## config.mk

```make
export PLATFORM = sky130hd
export DESIGN_NAME = txctx_tracker
export DESIGN_NICKNAME = d
export VERILOG_FILES = /design/src/rtl/txctx_pkg.sv /design/src/rtl/txctx_order_fsm.sv /design/src/rtl/txctx_ctx_store.sv /design/src/rtl/txctx_out_stage.sv /design/src/rtl/txctx_err_flag.sv /design/src/rtl/txctx_tracker.sv
export SDC_FILE = /design/constraint.sdc
export NUM_CORES = 1
export LEC_CHECK = 0
export BUFFER_PORTS_ARGS = -buffer_cell sky130_fd_sc_hd__buf_2
export CORE_MARGIN = 2
export CORE_UTILIZATION = 50
export CTS_CLUSTER_DIAMETER = 50
export CTS_CLUSTER_SIZE = 20
export DETAILED_ROUTE_END_ITERATION = 12
export PLACE_DENSITY_LB_ADDON = 0.12
export SYNTH_ARGS = -nofsm -noshare
export SYNTH_HDL_FRONTEND = slang
export SYNTH_HIERARCHICAL = 1
export SYNTH_SLANG_ARGS = --single-unit
```

## constraint.sdc

```tcl
create_clock -name clk -period 2 [get_ports clk]
set_input_delay 0.4 -clock clk [delete_from_list [all_inputs] [get_ports clk]]
set_output_delay 0.4 -clock clk [all_outputs]
set_load 0.05 [all_outputs]
```

## src/rtl/txctx_pkg.sv

```systemverilog
package txctx_pkg;

    typedef enum logic [1:0] {
        PT_LEGACY = 2'b00,
        PT_EXT    = 2'b01,
        PT_SEG    = 2'b10,
        PT_RSVD   = 2'b11
    } ptype_e;

    typedef enum logic {
        ST_BOUNDARY = 1'b0,
        ST_IN_PKT   = 1'b1
    } ord_state_e;

    localparam int NUM_CTX_BANKS = 2;
    localparam int BANK_EXT      = 0;
    localparam int BANK_SEG      = 1;

endpackage

```

## src/rtl/txctx_order_fsm.sv

```systemverilog
module txctx_order_fsm
    import txctx_pkg::*;
(
    input  logic       clk,
    input  logic       rst_n,
    input  logic       fire,
    input  logic       is_ctx,
    input  logic [1:0] ptype,
    input  logic       eop,
    output logic       viol,
    output logic [1:0] mode,
    output logic [NUM_CTX_BANKS-1:0] ctx_load
);

    ord_state_e state_q, state_d;
    ptype_e     lock_q, lock_d;
    ptype_e     pt_in;
    ptype_e     pt_resolved;
    logic [NUM_CTX_BANKS-1:0] ld_sel;

    assign pt_in       = ptype_e'(ptype);
    assign pt_resolved = (pt_in == PT_RSVD) ? PT_LEGACY : pt_in;

    // Which bank a context descriptor targets; none for reserved codes
    always_comb begin
        ld_sel = '0;
        unique case (pt_in)
            PT_EXT:  ld_sel[BANK_EXT] = 1'b1;
            PT_SEG:  ld_sel[BANK_SEG] = 1'b1;
            default: ld_sel = '0;
        endcase
    end

    // State register
    always_ff @(posedge clk) begin
        if (!rst_n) begin
            state_q <= ST_BOUNDARY;
            lock_q  <= PT_LEGACY;
        end else begin
            state_q <= state_d;
            lock_q  <= lock_d;
        end
    end

    // Next state and outputs
    always_comb begin
        state_d  = state_q;
        lock_d   = lock_q;
        viol     = 1'b0;
        mode     = PT_LEGACY;
        ctx_load = '0;
        unique case (state_q)
            ST_BOUNDARY: begin
                if (is_ctx) begin
                    viol     = (ld_sel == '0);
                    ctx_load = fire ? ld_sel : '0;
                end else begin
                    mode = pt_resolved;
                    viol = (pt_in == PT_RSVD);
                    if (fire && !eop) begin
                        state_d = ST_IN_PKT;      // open packet
                        lock_d  = pt_resolved;
                    end
                end
            end
            ST_IN_PKT: begin
                if (is_ctx) begin
                    viol     = 1'b1;
                    ctx_load = fire ? ld_sel : '0;
                end else begin
                    mode = lock_q;
                    viol = (pt_in != lock_q);
                    if (fire && eop) begin
                        state_d = ST_BOUNDARY;    // close packet
                    end
                end
            end
            default: begin
                state_d = ST_BOUNDARY;
            end
        endcase
    end

endmodule

```

## src/rtl/txctx_ctx_store.sv

```systemverilog
module txctx_ctx_store
    import txctx_pkg::*;
#(
    parameter int CTX_W = 32
) (
    input  logic                     clk,
    input  logic                     rst_n,
    input  logic [NUM_CTX_BANKS-1:0] load,
    input  logic [CTX_W-1:0]         wdata,
    input  logic [1:0]               rd_mode,
    output logic [CTX_W-1:0]         rdata
);

    logic [CTX_W-1:0] bank_q [NUM_CTX_BANKS];

    for (genvar g = 0; g < NUM_CTX_BANKS; g++) begin : g_bank
        always_ff @(posedge clk) begin
            if (!rst_n) begin
                bank_q[g] <= '0;
            end else if (load[g]) begin
                bank_q[g] <= wdata;
            end
        end
    end

    always_comb begin
        unique case (ptype_e'(rd_mode))
            PT_EXT:  rdata = bank_q[BANK_EXT];
            PT_SEG:  rdata = bank_q[BANK_SEG];
            default: rdata = '0;
        endcase
    end

endmodule

```

## src/rtl/txctx_out_stage.sv

```systemverilog
module txctx_out_stage #(
    parameter int CTX_W = 32
) (
    input  logic             clk,
    input  logic             rst_n,
    input  logic             load,
    input  logic             qid_in,
    input  logic [1:0]       mode_in,
    input  logic [CTX_W-1:0] ctx_in,
    input  logic             err_in,
    input  logic             out_ready,
    output logic             out_valid,
    output logic             out_qid,
    output logic [1:0]       out_mode,
    output logic [CTX_W-1:0] out_ctx,
    output logic             out_err
);

    always_ff @(posedge clk) begin
        if (!rst_n) begin
            out_valid <= 1'b0;
            out_qid   <= 1'b0;
            out_mode  <= '0;
            out_ctx   <= '0;
            out_err   <= 1'b0;
        end else if (load) begin
            out_valid <= 1'b1;
            out_qid   <= qid_in;
            out_mode  <= mode_in;
            out_ctx   <= ctx_in;
            out_err   <= err_in;
        end else if (out_ready) begin
            out_valid <= 1'b0;
        end
    end

endmodule

```

## src/rtl/txctx_err_flag.sv

```systemverilog
module txctx_err_flag (
    input  logic clk,
    input  logic rst_n,
    input  logic set,
    input  logic clr,
    output logic flag
);

    always_ff @(posedge clk) begin
        if (!rst_n) begin
            flag <= 1'b0;
        end else if (set) begin
            flag <= 1'b1;
        end else if (clr) begin
            flag <= 1'b0;
        end
    end

endmodule

```

## src/rtl/txctx_tracker.sv

```systemverilog
module txctx_tracker
    import txctx_pkg::*;
#(
    parameter int CTX_W = 32
) (
    input  logic             clk,
    input  logic             rst_n,
    input  logic             in_valid,
    output logic             in_ready,
    input  logic             in_qid,
    input  logic             in_is_ctx,
    input  logic [1:0]       in_ptype,
    input  logic             in_eop,
    input  logic [CTX_W-1:0] in_ctx,
    output logic             out_valid,
    input  logic             out_ready,
    output logic             out_qid,
    output logic [1:0]       out_mode,
    output logic [CTX_W-1:0] out_ctx,
    output logic             out_err,
    input  logic             err_clr,
    output logic             err_flag
);

    logic                     fire;
    logic                     viol;
    logic [1:0]               mode;
    logic [NUM_CTX_BANKS-1:0] ctx_load;
    logic [CTX_W-1:0]         ctx_rd;

    assign in_ready = !out_valid || out_ready;
    assign fire     = in_valid && in_ready;

    txctx_order_fsm i_fsm (
        .clk      (clk),
        .rst_n    (rst_n),
        .fire     (fire),
        .is_ctx   (in_is_ctx),
        .ptype    (in_ptype),
        .eop      (in_eop),
        .viol     (viol),
        .mode     (mode),
        .ctx_load (ctx_load)
    );

    txctx_ctx_store #(.CTX_W(CTX_W)) i_store (
        .clk     (clk),
        .rst_n   (rst_n),
        .load    (ctx_load),
        .wdata   (in_ctx),
        .rd_mode (mode),
        .rdata   (ctx_rd)
    );

    txctx_out_stage #(.CTX_W(CTX_W)) i_out (
        .clk       (clk),
        .rst_n     (rst_n),
        .load      (fire && !in_is_ctx),
        .qid_in    (in_qid),
        .mode_in   (mode),
        .ctx_in    (ctx_rd),
        .err_in    (viol),
        .out_ready (out_ready),
        .out_valid (out_valid),
        .out_qid   (out_qid),
        .out_mode  (out_mode),
        .out_ctx   (out_ctx),
        .out_err   (out_err)
    );

    txctx_err_flag i_err (
        .clk   (clk),
        .rst_n (rst_n),
        .set   (fire && viol),
        .clr   (err_clr),
        .flag  (err_flag)
    );

endmodule

```

=== Yosys cells after proc, flatten, opt, wreduce, memory -nomap -nowiden ===
Memory sizes are Yosys's and may differ from the RTL's.
Index checks and enable logic that the tools add are counted.

* Equal/unequal tests: 6
* Muxes and demuxes: 30
* Bitwise gates (word level): 4
* Reductions and logical operators: 13

{| class="wikitable"
|+ Operator list
! cell !! count
|-
| 2-to-1 mux 32 bit || 2
|-
| case mux 32 bit (2 select lines) || 1
|-
| 2-to-1 mux 1 bit || 19
|-
| 2-to-1 mux 2 bit || 5
|-
| == test 2 bit (second input constant) || 3
|-
| logical AND 1 bit || 5
|-
| == test 2 x 1 -> 1 bit (second input constant) || 2
|-
| case mux 1 bit (2 select lines) || 2
|-
| case mux 2 bit (2 select lines) || 1
|-
| nonzero test 2 bit || 2
|-
| zero test 1 bit || 3
|-
| AND reduction 3 bit || 1
|-
| zero test 2 bit || 1
|-
| != test 2 bit || 1
|-
| NOT 1 bit || 2
|-
| bitwise OR 1 bit || 2
|-
| logical OR 1 bit || 1
|}

* Register bits after elaboration: 41
* Bits in writable memories: 64
* Input port bits: 42
* Output and inout bits: 39
* Logic and storage cells: 62
* Memories kept: 1

{| class="wikitable"
|+ Memories
! memory !! words !! width !! rd ports !! clocked after memory_dff !! write ports !! RTL line !! RTL
|-
| i_store.bank_q || 2 || 32 || 2 || 0 || 2 || txctx_ctx_store.sv:14 || <nowiki>logic [CTX_W-1:0] bank_q [NUM_CTX_BANKS];</nowiki>
|}

=== Depth between registers and ports, before layout ===
Gate-level depths: netlist (run 1).

* Word-level depth: 9
* Gate-level depth with buffers: 11
* Mapped depth without buffers: 10

=== Cells and area by module ===
The synthesis (run 1) kept the hierarchy.

{| class="wikitable"
|+ Modules (own cells, without submodules)
! module !! times used !! cells each !! area an instance (sq um) !! seq. area each (sq um)
|-
| txctx_ctx_store || 1 || 220 || 2905.3 || 1921.8
|-
| txctx_out_stage || 1 || 118 || 1422.6 || 740.7
|-
| txctx_order_fsm || 1 || 32 || 309.0 || 60.1
|-
| txctx_err_flag || 1 || 3 || 41.3 || 20.0
|-
| txctx_tracker || 1 || 4 || 35.0 || 0.0
|}

=== Worst setup path after synthesis (run 1) ===
Ideal clock, no wire load.

* Path type: register to register
* Start: register i_out.out_valid
* End: memory i_store.bank_q[0][0] (enable)
* Library setup time: 0.482 ns
* Data arrival time: 1.985 ns
* Required time: 1.518 ns
* Setup slack: -0.468 ns
* Cell stages (with the launch flop): 5
* Path buffers: 0
* Period minus slack after synthesis: 2.468 ns
* Path through: dfxtp_1 > nand2b_4 > and2_1 > and3_1 > nand2b_1

{| class="wikitable"
|+ RTL lines
! what !! RTL line !! RTL
|-
| start, declared || txctx_out_stage.sv:12 || <nowiki>output logic out_valid,</nowiki>
|-
| start signal, assigned || txctx_out_stage.sv:21 || <nowiki>out_valid <= 1'b0;</nowiki>
|-
| start signal, assigned || txctx_out_stage.sv:27 || <nowiki>out_valid <= 1'b1;</nowiki>
|-
| start signal, assigned || txctx_out_stage.sv:33 || <nowiki>out_valid <= 1'b0;</nowiki>
|-
| end, declared || txctx_ctx_store.sv:14 ||
|}

=== Final worst setup path (run 1) ===
* Start: register i_fsm.state_q
* End: register i_out.out_ctx[20]

* Longest elaborated chain between the ends: 4
* Elaborated cells between the ends (all ways): 5
* Classes of those cells: eq/ne: 2; mux: 2; bitwise: 1

{| class="wikitable"
|+ Ends and longest elaborated chain
! what !! RTL line !! RTL
|-
| start, declared || txctx_order_fsm.sv:15 || <nowiki>ord_state_e state_q, state_d;</nowiki>
|-
| start signal, assigned || txctx_order_fsm.sv:40 || <nowiki>state_q <= state_d;</nowiki>
|-
| NOT 1 bit || txctx_order_fsm.sv:52 || <nowiki>unique case (state_q)</nowiki>
|-
| case mux 2 bit (2 select lines) (*) || txctx_order_fsm.sv:52 ||
|-
| named net mode[0] || txctx_tracker.sv:27 || <nowiki>logic [1:0] mode;</nowiki>
|-
| == test 2 bit or == test 2 x 1 -> 1 bit (tied branches) || txctx_ctx_store.sv:27 || <nowiki>unique case (ptype_e'(rd_mode))</nowiki>
|-
| case mux 32 bit (2 select lines) (*) || txctx_ctx_store.sv:27 ||
|-
| named net ctx_rd[20] || txctx_tracker.sv:29 || <nowiki>logic [CTX_W-1:0] ctx_rd;</nowiki>
|-
| end signal, assigned || txctx_out_stage.sv:30 || <nowiki>out_ctx <= ctx_in;</nowiki>
|-
| end, declared || txctx_out_stage.sv:15 || <nowiki>output logic [CTX_W-1:0] out_ctx,</nowiki>
|}

The timed path passes the listed nets; every way through them passes the cells marked *.
A chain may end at the register's enable or synchronous reset.

==> impl_metrics.py, run 1 <==
metrics = {
    "timing": {
        "post-route-period-util": 0.882,
        "hold_slack_ns": 0.313,
        "hold_viol": 0,
        "period_minus_slack_ns": 1.76,
        "slew_violations": 0,
        "fmax_mhz": 567,
        "clock_skew_ns": 0.0147,
        "slew_headroom": 0.665,
        "setup_ws_ns": 0.235,
        "setup_viol": 0,
        "tightest_slew_ns": 0.503,
        "rsz0062_at_grt": "no",
    },
    "clock_network": {
        "h-tree-depth": 3,
        "cts-root-buf": "clkbuf_8",
        "hold_buffers": 0,
        "cts_setup_buffers": 0,
        "clockBufferDepth": 2,
        "clkTransAtPathRegs_ns": 0.09,
        "clock-sinks": 105,
        "numCtsBuffers": 9,
        "cts_tree": "yes",
        "post_cts_resize_count": 0,
        "clk_latency_ns": 0.36,
    },
    "setup_path": {
        "cp.required_ns": 2.24,
        "cpLargestDelayFamily": "flip-flops",
        "critPathBufInv": 2,
        "r2r_slack_ns": 0.24,
        "slowest_delay_ns": 0.42,
        "worst_setup_path_start_kind": "flop",
        "worst-setup-path-type": "flop to flop",
        "critPathMaxFanout": 19,
        "cp_slowest_cell": "dfxtp_1",
        "end_kind": "flop",
        "crit_chain": "mux2i_1, nor2_1, inv_1, ha_1, buf_4, a22oi_1, nor2_1, mux2i_1, nor2b_1",
        "crit_arrival_ns": 2.01,
    },
    "layout": {
        "final_cell_area_mm2": 0.00539,
        "final_nets": 510,
        "nFillCells": 803,
        "final_cells": 577,
        "num_antenna_cells": 0,
        "drive_gt1_frac": 0.268,
        "area_growth_pct": 14.4,
    },
    "floorplanning": {
        "num_rows": 35,
        "coreArea_mm2": 0.00920,
        "ioPinCount": 81,
        "dieArea_mm2": 0.0102,
        "dieWidth_um": 101,
        "start_util": 0.513,
        "die_y_um": 101,
    },
    "yosys": {
        "synth-main-ff-cell": "edfxtp_1",
        "ys_seq_area_frac": 0.582,
        "ys_types": 27,
        "yosysWarnings": 6,
        "avgSynthCellArea_um2": 12.5,
        "yosys.area.top_type": "edfxtp_1",
        "netlist_top_cells_area": "edfxtp_1 41%, dfxtp_1 17%, and3_1 8.9%, mux2i_1 8.5%, nor2b_1 5.4%",
        "syn_nets": 426,
        "synthCells": 377,
        "synth.most_common_cell": "and3_1",
        "ys_seq_elements": 105,
        "synthTopCellsByCount": "67 x and3_1, 64 x edfxtp_1, 41 x dfxtp_1, 41 x nor2b_1, 40 x mux2i_1",
        "synth_edf_count": 64,
        "async_flop_share": 0,
        "netlist_area_mm2": 0.00471,
        "synth_top_area_share": 0.408,
    },
    "route": {
        "drc_errors": 0,
        "totalWireLength_um": 9590,
        "drt_iter0_drc": 130,
        "wl_per_cell_um": 16.6,
        "antenna_left": 0,
        "vias": 3093,
        "vias_per_cell": 5.36,
        "dr.pass1.iters": 4,
    },
    "grt": {
        "grt-busiest-layer": "met2",
        "use_met2": 0.328,
        "grt_pass1_wl_um": 15800,
        "grt_max_degree": 39,
        "grtUsageMet3": 0.0312,
        "antenna_found_initial": 0,
        "grtUsageMet1": 0.280,
        "grt_pass1_vias": 3149,
        "globalRouteTotalUtil": 0.202,
        "grt.overflow.total": 0,
    },
    "placed_design": {
        "place_ws_ns": -0.124,
        "portBuffers": 80,
        "gp_congestion": 0.763,
        "dp_cells": 561,
        "dp_hpwl_um": 6130,
        "dpl_cell_area_mm2": 0.00523,
    },
    "job": {
        "cap_violations": 0,
    },
    "outcome": {
        "status": "completed",
    },
    "power": {
        "power.leakage_uw": 0.00238,
        "ir_drop_uv": 366,
        "power_density_mw_per_mm2": 718,
        "power.total_uw": 3870,
    },
    "hold_path": {
        "hp-class": "input pin to flop",
    },
}
state kept, by name, indices dropped and copies added, names as in the netlist:
name	flops
i_out/out_valid	1
i_out/out_ctx	32
i_out/out_qid	1
i_fsm/lock_q	2
i_store/bank_q	64
i_out/out_err	1
i_fsm/state_q	1
i_err/flag	1
i_out/out_mode	2
path summary, 6_finish.rpt:
kind	from	cells past startpoint	end
max	i_fsm/state_q	9	i_out/out_ctx[20]
min	in_qid	3	i_out/out_qid
max reg2reg	i_fsm/state_q	9	i_out/out_ctx[20]
min reg2reg	i_out/out_mode[0]	2	i_out/out_mode[0]
cell type report:
class                   instances  area, µm²  share of cell area
flip-flops and latches        105       2740               0.509
multi-input cells             237       1690               0.314
repair buffers                104        643               0.119
well taps                     111        139              0.0258
clock buffers                  12        135              0.0251
clock inverters                 4       22.5             0.00418
inverters                       4       15.0             0.00278
layer usage:
layer  share of wire  up-vias
met3           0.039       10
li1                -     1524
met4           0.011        0
met1            0.46     1483
met5               0        -
met2            0.49       76
metrics by stage:
stage                     TNS [ns]   util
final                            0  0.586
after global routing             0  0.586
after CTS                        0  0.586
after detailed placement     -2.16  0.569
after global placement      -0.237  0.569
after floorplan                  0      -
logic make-up (layout without fill, tap and decap cells):
kind of cell | count (synthesis) | in the layout | share of synthesized area
adders and majority gates | 7 | 7 | 0.0186
and+or+nand+nor | 152 | 152 | 0.191
muxes | 40 | 40 | 0.0849
buffers and inverters | 35 | 124 | 0.0603
xor gates and xnor gates | 2 | 2 | 0.00372
DFF | 105 | 105 | 0.582
AOI/OAI and AO/OA | 36 | 36 | 0.0600
cells in the final DEF (no fill, tap or decap):
cell / n
nor4b_4: 1
nor4b_1: 1
buf_2: 80
dfxtp_2: 1
xor2_1: 2
nand2b_4: 1
nand2b_2: 2
and3_1: 67
a211oi_1: 1
and2_1: 1
edfxtp_1: 64
inv_1: 4
clkbuf_8: 9
a22oi_1: 30
buf_12: 5
nor2b_1: 41
nor2b_4: 1
a22oi_2: 2
o21a_1: 2
clkbuf_1: 3
mux2i_1: 40
clkinv_2: 2
nor2_1: 35
nand2_1: 1
clkinv_4: 1
buf_4: 19
dfxtp_1: 40
and3b_2: 1
o211a_1: 1
ha_1: 7
clkinv_1: 1
power breakdown:
group	switching, µW	internal (µW)
Clock	678	450
Combinational	223	149
Sequential	20.2	2350
Total	921	2950
worst min-delay path, delay by kind of cell:
kind                   cells  cell delay [ns]
multiplexers               1             0.06
buffers and inverters      1             0.08
AND/OR/NAND/NOR            1             0.09
Note: power is estimated with default switching activity, not from simulation.
==> run 2, diff against run 1 <==
--- a/config.mk
+++ b/config.mk
@@ -7,7 +7,7 @@
 export LEC_CHECK = 0
 export BUFFER_PORTS_ARGS = -buffer_cell sky130_fd_sc_hd__buf_2
 export CORE_MARGIN = 2
-export CORE_UTILIZATION = 50
+export CORE_UTILIZATION = 40
 export CTS_CLUSTER_DIAMETER = 50
 export CTS_CLUSTER_SIZE = 20
 export DETAILED_ROUTE_END_ITERATION = 12
==> impl_metrics.py, run 2 (synthesis gave the netlist of run 1 again) <==
metrics = {
    "outcome": {
        "status": "completed",
    },
    "setup_path": {
        "critPathMaxFanout": 15,
        "startpoint": "in_ptype[1]",
        "crit_end": "i_out/out_ctx[14]",
        "worst-setup-path-type": "input pin to flop",
        "timing.rr.start": "i_fsm/state_q",
        "worst_setup_path_start_kind": "input pin",
        "cp.required_ns": 2.24,
        "end_kind": "flop",
        "slowest_delay_ns": 0.23,
        "crit_arrival_ns": 2.02,
        "cp_slowest_cell": "nor2_1",
        "crit_chain": "buf_2, buf_4, ha_1, mux2i_1, nor2_1, inv_1, ha_1, buf_4, a22oi_1, nor2_1, mux2i_1, nor2b_1",
        "r2r_slack_ns": 0.23,
        "reg2regPathDepth": 9,
        "r2r-end": "i_out/out_ctx[14]",
    },
    "power": {
        "sw_frac_of_total": 0.240,
        "clockPowerShare": 0.378,
        "power_switching_uw": 1060,
        "power.internal_uw": 3360,
        "combPwrFrac": 0.085,
        "ir_drop_uv": 392,
        "power_frac_seq": 0.536,
        "power.leakage_uw": 0.00244,
        "power_density_mw_per_mm2": 794,
    },
    "grt": {
        "globalRouteTotalUtil": 0.163,
        "grt_max_degree": 67,
        "grt.overflow.total": 0,
        "antenna_found_initial": 0,
        "grt_pass1_vias": 3109,
        "grt_pass1_wl_um": 16100,
    },
    "placed_design": {
        "dpl_cell_area_mm2": 0.00528,
        "gp_congestion": 0.713,
        "dp_cells": 596,
        "portBuffers": 80,
        "dp_hpwl_um": 6200,
    },
    "layout": {
        "final_util": 0.485,
        "area_growth_pct": 18.0,
        "num_antenna_cells": 0,
        "drive_gt1_frac": 0.277,
        "nFillCells": 1064,
        "final_cell_area_mm2": 0.00556,
        "final_cells": 612,
        "largest_reg_flops": 64,
        "layout.cells.most_common": "buf_2",
        "reg_top3": "i_store/bank_q: 64 flops, i_out/out_ctx: 32 flops",
        "final_cell_mix": "80 x buf_2, 67 x and3_1, 64 x edfxtp_1",
        "final_nets": 513,
        "regMostFlops": "i_store/bank_q",
    },
    "clock_network": {
        "hold_buffers": 0,
        "clk_latency_ns": 0.34,
        "cts_tree": "yes",
        "h-tree-depth": 3,
        "clkTransAtPathRegs_ns": 0.07,
        "clock-sinks": 105,
        "numCtsBuffers": 9,
        "cts-root-buf": "clkbuf_16",
        "post_cts_resize_count": 0,
        "clockBufferDepth": 2,
        "cts_setup_buffers": 0,
    },
    "floorplanning": {
        "ioPinCount": 81,
        "coreArea_mm2": 0.0115,
        "dieArea_mm2": 0.0127,
        "dieWidth_um": 113,
        "num_rows": 39,
        "start_util": 0.411,
        "die_y_um": 113,
    },
    "route": {
        "vias_per_cell": 5.17,
        "totalWireLength_um": 10000,
        "vias": 3162,
        "drt_iter0_drc": 124,
        "dr.pass1.iters": 5,
        "drc_errors": 0,
        "wl_per_cell_um": 16.4,
        "antenna_left": 0,
    },
    "timing": {
        "slew_violations": 0,
        "clock_skew_ns": 0.00817,
        "fmax_mhz": 560,
        "post-route-period-util": 0.893,
        "period_minus_slack_ns": 1.79,
        "setup_viol": 0,
        "tightest_slew_ns": 0.527,
        "slew_headroom": 0.649,
        "rsz0062_at_grt": "no",
        "hold_viol": 0,
    },
    "hold_path": {
        "hp-class": "input pin to flop",
    },
    "job": {
        "cap_violations": 0,
    },
}
==> run 2: area by class of cell <==
cell class	instances	area, µm²	area share
clock inverter	7	52.6	0.00945
clock buffer	9	225	0.0405
multi-input combinational	237	1690	0.304
timing repair buffer	107	653	0.117
sequential	105	2740	0.493
inverter	4	15.0	0.00270
tap	143	179	0.0322
==> run 2: how the worst min path moves through the flow <==
stage | start | end | slack [ns] | cells past startpoint
3_3_place_gp | i_out/out_ctx[10] | i_out/out_ctx[10] | 0.49 | 2
2_1_floorplan | rst_n | i_err/flag | 0.52 | 1
4_1_cts | in_qid | i_out/out_qid | 0.31 | 3
5_1_grt | in_qid | i_out/out_qid | 0.32 | 3
6_report | in_qid | i_out/out_qid | 0.33 | 3
3_5_place_dp | i_out/out_ctx[14] | i_out/out_ctx[14] | 0.50 | 2
==> run 2: per-stage QoR <==
step	setup WS, ns	TNS [ns]	total power [µW]	hold slack [ns]
detailed placement	-0.182	-4.05	2800	0.499
global placement	-0.123	-2.87	2800	0.491
CTS	0.195	0	4470	0.313
global route	0.0377	0	4590	0.322
finish	0.214	0	4420	0.328
floorplan	0.0542	0	2660	0.517
==> run 2: power by group through the flow <==
stage / Clock [µW] / Combinational (µW) / Sequential [µW]
2_1_floorplan: 0 / 222 / 2440
5_1_grt: 1810 / 412 / 2370
4_1_cts: 1720 / 384 / 2370
3_3_place_gp: 0 / 381 / 2420
6_report: 1670 / 377 / 2370
3_5_place_dp: 0 / 384 / 2420
==> run 2: critical path: cells and delay by family <==
family	cells	cell delay (ns)
multiplexers	2	0.21
AO/OA/AOI/OAI	1	0.20
AND/OR/NAND/NOR	3	0.35
buffers and inverters	4	0.49
adder cells (fa/ha/maj)	2	0.37
==> run 2: routing by layer <==
metal  up-vias  GRT usage  wire length [µm]
li1       1534          -                 -
met1      1537      0.221              4680
met2        79      0.261              4750
met3        12     0.0265               432
met4         0     0.0667               155
met5         -          0                 0
==> run 3, diff against run 2 <==
--- a/config.mk
+++ b/config.mk
@@ -14,5 +14,4 @@
 export PLACE_DENSITY_LB_ADDON = 0.12
 export SYNTH_ARGS = -nofsm -noshare
 export SYNTH_HDL_FRONTEND = slang
-export SYNTH_HIERARCHICAL = 1
 export SYNTH_SLANG_ARGS = --single-unit
==> impl_metrics.py, run 3 <==
metrics = {
    "outcome": {
        "status": "complete, but fails checks",
        "violations": "setup timing",
    },
    "power": {
        "sw_frac_of_total": 0.234,
        "power.total_uw": 4440,
        "ir_drop_uv": 507,
        "power_switching_uw": 1040,
        "power.leakage_uw": 0.00214,
        "power_density_mw_per_mm2": 784,
        "combPwrFrac": 0.088,
        "power.internal_uw": 3400,
        "power_frac_seq": 0.538,
        "clockPowerShare": 0.373,
    },
    "clock_network": {
        "h-tree-depth": 3,
        "clk_latency_ns": 0.33,
        "clkTransAtPathRegs_ns": 0.07,
        "numCtsBuffers": 9,
        "cts-root-buf": "clkbuf_16",
        "clockBufferDepth": 2,
        "cts_tree": "yes",
        "hold_buffers": 0,
        "clock-sinks": 105,
    },
    "yosys": {
        "synthCells": 389,
        "synthTopCellsByCount": "64 x and2_1, 64 x edfxtp_1, 41 x dfxtp_1",
        "async_flop_share": 0,
        "yosysWarnings": 0,
        "ys_seq_area_frac": 0.607,
        "synth_top_area_share": 0.425,
        "yosys.area.top_type": "edfxtp_1",
        "ys_seq_elements": 105,
        "synth-main-ff-cell": "edfxtp_1",
        "avgSynthCellArea_um2": 11.6,
        "ys_types": 30,
        "synth_edf_count": 64,
        "netlist_area_mm2": 0.00452,
        "netlist_top_cells_area": "edfxtp_1 43%, dfxtp_1 18%, and2_1 8.9%, or4_1 5.6%, a22oi_1 5.3%",
        "syn_nets": 436,
    },
    "layout": {
        "final_cell_mix": "80 x buf_2, 64 x and2_1, 64 x edfxtp_1",
        "area_growth_pct": 25.4,
        "num_antenna_cells": 0,
        "drive_gt1_frac": 0.319,
        "reg_top3": "i_store.bank_q: 64 flops, i_out.out_ctx: 32 flops",
        "layout.cells.most_common": "buf_2",
        "largest_reg_flops": 64,
        "final_nets": 519,
        "regMostFlops": "i_store.bank_q",
        "final_util": 0.518,
    },
    "timing": {
        "tightest_slew_ns": 0.510,
        "slew_headroom": 0.659,
        "setup_viol": 7,
        "post-route-period-util": 1.01,
        "rsz0062_at_grt": "yes",
        "setup_ws_ns": -0.0155,
        "hold_viol": 0,
        "slew_violations": 0,
        "period_minus_slack_ns": 2.02,
        "clock_skew_ns": 0.00703,
        "fmax_mhz": 496,
    },
    "grt": {
        "grtUsageMet1": 0.232,
        "grt.overflow.total": 0,
        "antenna_found_initial": 0,
        "grt_max_degree": 48,
        "grt-busiest-layer": "met2",
        "use_met2": 0.300,
        "grtUsageMet3": 0.0294,
        "grt_pass1_wl_um": 16300,
        "globalRouteTotalUtil": 0.176,
        "grt_pass1_vias": 3126,
    },
    "route": {
        "totalWireLength_um": 10400,
        "vias": 3266,
        "wl_per_cell_um": 16.9,
        "antenna_left": 0,
        "drt_iter0_drc": 192,
        "vias_per_cell": 5.29,
        "drc_errors": 0,
        "dr.pass1.iters": 4,
    },
    "job": {
        "cap_violations": 0,
    },
    "placed_design": {
        "gp_congestion": 0.779,
        "place_ws_ns": -0.257,
        "dp_hpwl_um": 6320,
        "portBuffers": 80,
    },
    "floorplanning": {
        "dieArea_mm2": 0.0122,
        "ioPinCount": 81,
        "dieWidth_um": 110,
        "num_rows": 38,
        "die_y_um": 110,
        "coreArea_mm2": 0.0109,
        "start_util": 0.413,
    },
    "setup_path": {
        "r2r_slack_ns": -0.01,
        "end_kind": "flop",
        "crit_arrival_ns": 2.28,
        "critPathMaxFanout": 16,
        "worst_setup_path_start_kind": "input pin",
        "worst-setup-path-type": "input pin to flop",
        "cp.required_ns": 2.27,
    },
    "hold_path": {
        "hp-class": "input pin to flop",
    },
}
==> run 3: routing by layer <==
layer	wire, µm	part of all wire	up-vias
met2	5140	0.49	82
met1	4700	0.45	1555
li1	-	-	1619
met4	127	0.012	0
met3	457	0.044	10
met5	0	0	-
==> run 3: layout make-up <==
cell class                 instances  area (µm²)
multi-input combinational        241        1680
sequential                       105        2750
inverter                           7        33.8
clock buffer                      10         239
fill                             993        5270
clock inverter                     6        42.5
tap                              140         175
timing repair buffer             108         752
==> run 3: critical path, stage by stage <==
cell and delay, ns:
buf_2 0.12, inv_2 0.05, ha_2 0.17, mux2i_1 0.08, or2_4 0.28, inv_2 0.09
ha_4 0.25, buf_6 0.17, or4_1 0.52, a21oi_1 0.14
==> run 3: what timing repair did <==
item | in CTS | in global routing
gates resized for setup | 0 | 13
endpoints found under the setup margin | 0 | 27
buffers inserted | 0 | 6
==> run 3: kinds of logic (layout without fill, tap and decap cells) <==
logic type	Yosys count	count (layout)	synth area share
simple gates	118	118	0.178
mux	2	2	0.00443
xor+xnor	2	2	0.00388
fa+ha+maj	5	5	0.0138
compound gates	114	114	0.148
buf+inv	43	131	0.0443
flops	105	105	0.607
==> run 3: path summary, 6_finish.rpt <==
| path | startpoint | endpoint | cells after the start |
|---|---|---|---|
| worst min register to register | i_out.out_err | i_out.out_err | 2 |
| worst min-delay path | in_eop | i_fsm.state_q | 2 |
| worst max register to register | i_fsm.state_q | i_out.out_ctx[3] | 7 |
| worst max-delay path | in_ptype[0] | i_out.out_ctx[3] | 10 |
==> run 3: power by group through the flow <==
stage               registers [µW]  logic (µW)  clock network (µW)
finish                        2390         393                1660
global route                  2400         432                1780
global placement              2440         360                   0
floorplan                     2460         186                   0
CTS                           2390         364                1690
detailed placement            2440         363                   0
==> run 3: per-stage QoR <==
stage	hold slack (ns)	setup TNS (ns)	cells	cell area [µm²]
final	0.282	-0.0352	617	5670
after global routing	0.290	-1.48	617	5670
after CTS	0.283	0	611	5540
after detailed placement	0.458	-7.59	595	5260
after global placement	0.458	-6.76	595	5260
after floorplan	0.467	0	389	4620
